File: config.mk
export PLATFORM = sky130hd
export DESIGN_NAME = spicap_master
export DESIGN_NICKNAME = d
export VERILOG_FILES = /design/src/rtl/spicap_pkg.sv /design/src/rtl/spicap_divider.sv /design/src/rtl/spicap_shift.sv /design/src/rtl/spicap_master.sv
export SDC_FILE = /design/constraint.sdc
export NUM_CORES = 1
export LEC_CHECK = 0
export BUFFER_PORTS_ARGS = -buffer_cell sky130_fd_sc_hd__buf_2
export CAP_MARGIN = 15
export CORE_MARGIN = 5
export CORE_UTILIZATION = 50
export CTS_BUF_LIST = sky130_fd_sc_hd__clkbuf_4 sky130_fd_sc_hd__clkbuf_8
export DETAILED_ROUTE_END_ITERATION = 6
export HOLD_SLACK_MARGIN = 0.03
export PLACE_DENSITY_LB_ADDON = 0.05
export SYNTH_ARGS = -nofsm -noshare
export SYNTH_HDL_FRONTEND = slang
export SYNTH_SLANG_ARGS = --single-unit
File: constraint.sdc
create_clock -name clk -period 4.6 [get_ports clk]
set_input_delay 0.46 -clock clk [delete_from_list [all_inputs] [get_ports clk]]
set_output_delay 0.46 -clock clk [all_outputs]
set_load 0.02 [all_outputs]
File: src/rtl/spicap_pkg.sv
package spicap_pkg;
  typedef enum logic [2:0] {
    ST_IDLE,
    ST_PRE,
    ST_SHIFT,
    ST_POST,
    ST_GAP
  } spicap_state_e;
endpackage

File: src/rtl/spicap_divider.sv
// Half-period tick generator for SCLK; counter is held at zero while not running.
module spicap_divider #(
  parameter int DIV_W = 16
) (
  input  logic             clk,
  input  logic             rst_n,
  input  logic             run_i,
  input  logic [DIV_W-1:0] div_i,
  output logic             tick_o
);
  logic [DIV_W-1:0] cnt_q;

  assign tick_o = run_i && (cnt_q == div_i);

  always_ff @(posedge clk) begin
    if (!rst_n || !run_i) cnt_q <= '0;
    else if (tick_o)      cnt_q <= '0;
    else                  cnt_q <= cnt_q + DIV_W'(1);
  end
endmodule

File: src/rtl/spicap_shift.sv
// Parallel MSB-first shift registers with a holding register per channel.
module spicap_shift #(
  parameter int DW  = 16,
  parameter int NCH = 8
) (
  input  logic              clk,
  input  logic              rst_n,
  input  logic              shift_i,
  input  logic [NCH-1:0]    miso_i,
  input  logic              done_i,
  output logic [NCH*DW-1:0] raw_o,
  output logic              valid_o
);
  logic done_q;

  always_ff @(posedge clk) begin
    if (!rst_n) begin
      done_q  <= 1'b0;
      valid_o <= 1'b0;
    end else begin
      done_q  <= done_i;
      valid_o <= done_q;
    end
  end

  for (genvar ch = 0; ch < NCH; ch++) begin : g_lane
    logic [DW-1:0] sh_q;
    logic [DW-1:0] hold_q;

    always_ff @(posedge clk) begin
      if (!rst_n) begin
        sh_q   <= '0;
        hold_q <= '0;
      end else begin
        if (shift_i) sh_q <= (sh_q << 1) | DW'(miso_i[ch]);
        if (done_q)  hold_q <= sh_q;
      end
    end

    assign raw_o[ch*DW +: DW] = hold_q;
  end
endmodule

File: src/rtl/spicap_master.sv
module spicap_master
  import spicap_pkg::*;
#(
  parameter int DW     = 16,
  parameter int NCH    = 8,
  parameter int DIV_W  = 16,
  parameter int WAIT_W = 8,
  parameter int CNT_W  = 32
) (
  input  logic              clk,
  input  logic              rst_n,
  input  logic              cont_mode_i,
  input  logic              trig_i,
  input  logic              avail_i,
  input  logic              cpol_i,
  input  logic              cpha_i,
  input  logic [DIV_W-1:0]  clk_div_i,
  input  logic [WAIT_W-1:0] pre_wait_i,
  input  logic [WAIT_W-1:0] post_wait_i,
  input  logic [CNT_W-1:0]  sample_time_i,
  input  logic [CNT_W-1:0]  burst_len_i,
  input  logic              man_req_i,
  input  logic              man_ssn_i,
  input  logic              man_sclk_i,
  input  logic [NCH-1:0]    miso_i,
  output logic              ssn_o,
  output logic              sclk_o,
  output logic [NCH*DW-1:0] raw_o,
  output logic              raw_valid_o,
  output logic              busy_o,
  output logic [CNT_W-1:0]  sample_cnt_o,
  output logic              man_active_o
);
  localparam int EDGES = 2 * DW;
  localparam int EW    = $clog2(EDGES + 1);

  spicap_state_e     state_q;
  logic [CNT_W-1:0]  wcnt_q;
  logic [CNT_W-1:0]  scnt_q;
  logic [EW-1:0]     edge_q;
  logic              ssn_q, sclk_q, pend_q, man_q;

  logic              tick, go, pre_end, last_edge, shift_en, gap_done;
  logic [CNT_W:0]    wnext;
  logic [CNT_W-1:0]  burst_lim;

  spicap_divider #(.DIV_W(DIV_W)) u_div (
    .clk    (clk),
    .rst_n  (rst_n),
    .run_i  (state_q == ST_SHIFT),
    .div_i  (clk_div_i),
    .tick_o (tick)
  );

  // Start only from idle, with converters awake and no manual request pending.
  assign go        = (state_q == ST_IDLE) && avail_i && !man_q && !man_req_i &&
                     (cont_mode_i || pend_q || trig_i);
  // The end of the pre-wait produces SCLK edge index 0; the divider produces the rest.
  assign pre_end   = (state_q == ST_PRE) && (wcnt_q == CNT_W'(pre_wait_i));
  assign last_edge = tick && (edge_q == EW'(EDGES - 1));
  assign shift_en  = (pre_end && !cpha_i) || (tick && (edge_q[0] == cpha_i));
  assign wnext     = {1'b0, wcnt_q} + (CNT_W+1)'(1);
  assign gap_done  = wnext >= {1'b0, sample_time_i};
  assign burst_lim = (burst_len_i == '0) ? CNT_W'(1) : burst_len_i;

  always_ff @(posedge clk) begin
    if (!rst_n) begin
      state_q <= ST_IDLE;
      wcnt_q  <= '0;
      scnt_q  <= '0;
      edge_q  <= '0;
      ssn_q   <= 1'b1;
      sclk_q  <= cpol_i;
      pend_q  <= 1'b0;
      man_q   <= 1'b0;
    end else begin
      man_q <= man_req_i && (state_q == ST_IDLE);
      if (go)                                     pend_q <= 1'b0;
      else if (trig_i && avail_i && !cont_mode_i) pend_q <= 1'b1;

      unique case (state_q)
        ST_IDLE: begin
          sclk_q <= cpol_i;
          ssn_q  <= 1'b1;
          if (go) begin
            state_q <= ST_PRE;
            ssn_q   <= 1'b0;
            wcnt_q  <= '0;
            scnt_q  <= '0;
          end
        end
        ST_PRE: begin
          if (pre_end) begin
            sclk_q  <= ~sclk_q;
            edge_q  <= EW'(1);
            state_q <= ST_SHIFT;
          end else begin
            wcnt_q <= wcnt_q + CNT_W'(1);
          end
        end
        ST_SHIFT: begin
          if (tick) begin
            sclk_q <= ~sclk_q;
            edge_q <= edge_q + EW'(1);
            if (last_edge) begin
              state_q <= ST_POST;
              wcnt_q  <= '0;
            end
          end
        end
        ST_POST: begin
          if (wcnt_q == CNT_W'(post_wait_i)) begin
            ssn_q   <= 1'b1;
            scnt_q  <= scnt_q + CNT_W'(1);
            wcnt_q  <= '0;
            state_q <= ST_GAP;
          end else begin
            wcnt_q <= wcnt_q + CNT_W'(1);
          end
        end
        ST_GAP: begin
          if (gap_done) begin
            wcnt_q <= '0;
            if (scnt_q >= burst_lim) begin
              state_q <= ST_IDLE;
            end else begin
              ssn_q   <= 1'b0;
              state_q <= ST_PRE;
            end
          end else begin
            wcnt_q <= wcnt_q + CNT_W'(1);
          end
        end
        default: state_q <= ST_IDLE;
      endcase
    end
  end

  spicap_shift #(.DW(DW), .NCH(NCH)) u_shift (
    .clk     (clk),
    .rst_n   (rst_n),
    .shift_i (shift_en),
    .miso_i  (miso_i),
    .done_i  (last_edge),
    .raw_o   (raw_o),
    .valid_o (raw_valid_o)
  );

  assign busy_o       = (state_q != ST_IDLE);
  assign sample_cnt_o = scnt_q;
  assign man_active_o = man_q;
  assign ssn_o        = man_q ? man_ssn_i  : ssn_q;
  assign sclk_o       = man_q ? man_sclk_i : sclk_q;
endmodule

==> qor.txt <==
Status -> finished, final reports clean
Pleak -> 0.00770 uW
Nets -> 2115
HP Start -> miso_i[3]
Final ANT Viol Nets -> 0
First-pass GRT wire length -> 60000 um
Rows -> 65
Initial antenna violation count -> 2
Top cells by area, synth -> dfxtp_1 (44%), mux2i_1 (16%), nor2_1 (7.9%)
Worst slew pin tran -> 1.12 ns
Syn-to-layout area delta -> 17.2%
Hold_buf cts -> 0
Min-delay worst type -> in2reg
Cells after DPL -> 2277
Fin crit period -> 4.24 ns
Initial detailed-routing violation count -> 617
Routed vias/inst -> 5.27
Largest net degree at the start of global routing -> 193
Clk Latency, worst-skew pair -> 0.58 ns
Mapped cell area -> 15900 um2
Setup Total Neg Slack -> 0 ns
Vias in the first global route -> 11896
#FFs+latches synth -> 351
Endpoints failing hold -> 0
First-pass iteration count of the detailed router -> 5
Reg-to-Reg Start -> wcnt_q[3]$_SDFFE_PN0P_
RSZ-0062 raised after global routing -> no
Arr. time, crit path -> 4.73 ns
Cell variety after synth -> 66
Critical Path RT -> 5.08 ns
Register area -> 7040 um2
Die height -> 188 um
Starting Density -> 50.5%
Cts repair resizes -> 0
GRT Util Overall -> 19.8%
Number of CTS-inserted buffers -> 56
Syn Nets -> 1860
Peak supply drop -> 0.261 mV
Syn Area/Cell -> 9.48 um2
Mapped Cells -> 1678
Pwr per Cell Area -> 331 nW/um2
H-tree depth -> 2
Worst setup EP type -> flop
Clock slew at reported path FFs -> 0.06 ns
# IOs -> 279
Leading area contributor after synthesis -> dfxtp_1
Slew Viols, Final -> 0
DR vias -> 12531
CTS Sinks -> 351
Mean routed wirelength per cell -> 15.6 um
Crit share post-route -> 92.3%
Port Buffers -> 278
Filler-free cell count of the finished design -> 2378
Post-synthesis sequential area ratio -> 44.2%
Root buffer cell -> clkbuf_8
CTS tree -> done
Routability congestion estimate -> 0.871
Post-CTS Setup Inserts -> 0
Die outline width -> 188 um
Grt total ovfl -> 0
Share of cells above drive strength 1 -> 20.7%
# DRC -> 0
HPWL after DPL -> 25700 um
Core Box Area -> 31500 um2
Worst Skew -> 0.0263 ns
Drt total wl -> 37000 um
Achievable frequency -> 0.236 GHz
Syn. warnings -> 0
Post-synth ARST share -> 0%
Crit Path Class -> reg2reg
Setup violations, final -> 0
Area taken by multi-input logic gates -> 8020 um2
Die area -> 35500 um2
Worst Setup Start Kind -> flop
# Max-Cap Violations -> 0
Max FO, Critical Path -> 9
Clk buf depth -> 3
Post-synth top flop -> dfxtp_1
EDFF count, synth -> 1
Slew HR -> 25.4%
Most frequent cells in the layout -> dfxtp_1 (349), nor2_1 (333), buf_2 (278), mux2i_1 (256), inv_1 (79)
Most common cell after layout, fill and taps aside -> dfxtp_1
Top-area cell type share of the netlist area -> 44.1%
Setup crit start -> wcnt_q[3]$_SDFFE_PN0P_
Layout fillers -> 2877
==> per-stage QoR <==
stage               hold WS, ns  total power [uW]  setup WS [ns]  utilization [%]  instance area [um2]
floorplan                 0.438              3270          0.957                -                15900
global placement          0.453              3380          0.481             55.3                17400
detailed placement        0.464              3380          0.299             55.3                17400
CTS                      0.0670              6260          0.261             59.2                18600
global route             0.0833              6450         0.0271             59.2                18600
finish                    0.119              6180          0.356             59.2                18600
==> worst max-delay path, cell delays in order, from the launching register on <==
cell	delay, ns
dfxtp_1	0.54
nand4_1	0.20
nor3_1	0.45
nand3_1	0.26
nor3_1	0.44
nand2_1	0.20
xnor2_1	0.21
ha_1	0.26
nand4_1	0.14
nor3_1	0.07
a221oi_1	0.30
o211ai_1	0.18
a22oi_1	0.21
buf_4	0.19
nand3_1	0.23
o31ai_1	0.27
==> per-layer routing <==
layer	up-vias	share of wire, %	GRT usage, %
li1	6335	-	-
met1	5831	48	28.0
met2	310	44	30.5
met3	53	6.2	4.80
met4	2	1.9	5.21
met5	-	0.030	0
==> cells in the mapped netlist, drive strengths merged, types with 3 or more instances <==
master,count
and3,16
inv,81
nor4b,6
ha,68
and2,9
or4,7
buf,30
o31ai,9
nand3,38
or2,3
clkbuf,64
xnor2,53
a22oi,4
a31oi,5
dfxtp,350
nor2,333
nor3,15
o21ai,31
a21oi,37
nor3b,4
nand2,50
nand3b,3
and4,8
a32o,20
a211oi,4
xor2,54
nand4,33
a221oi,4
nand2b,3
or3,12
a21o,5
mux2i,256
nor4,35
==> final cells by class <==
type	instances	area share (%)
clock buffer	91	6.05
tap	402	2.70
multi-input combinational	1152	43.0
sequential	351	37.8
antenna	1	0.0134
clock inverter	9	0.604
inverter	81	1.67
timing repair buffer	291	8.19
==> cell families after synthesis <==
kind of cell	count (synthesis)	synth area share [%]
xor+xnor	107	5.89
compound gates	139	6.01
fa+ha+maj	68	5.35
buf+inv	175	5.45
simple gates	580	16.8
mux	258	16.3
flops	351	44.2
==> flip-flops by register name, indices dropped and copies added, names as in the netlist <==
signal and cells:
sample_cnt_o 32, u_shift.valid_o 1, man_active_o 1, u_shift.g_lane.hold_q 128, ssn_q 1, edge_q 6, pend_q 1, u_shift.done_q 1
wcnt_q 32, state_q 3, sclk_q 1, u_shift.g_lane.sh_q 128, u_div.cnt_q 16
==> power breakdown <==
part           switching (uW)  total, uW  leakage [uW]  internal (uW)
Combinational             169        260       0.00421           90.7
Sequential               6.81       3050       0.00283           3050
Clock                    1200       2860      0.000663           1660
Total                    1380       6180       0.00770           4800
==> worst paths after layout <==
kind | depth (start not counted) | endpoint | slack, ns
setup / recovery | 15 | wcnt_q[10]$_SDFFE_PN0P_ | 0.36
hold / removal | 3 | u_shift.g_lane[3].sh_q[0]$_SDFFE_PN0P_ | 0.12
setup reg to reg | 15 | wcnt_q[10]$_SDFFE_PN0P_ | 0.36
hold reg to reg | 2 | edge_q[1]$_SDFFE_PN0P_ | 0.47
Note: power is estimated with default switching activity, not from simulation.
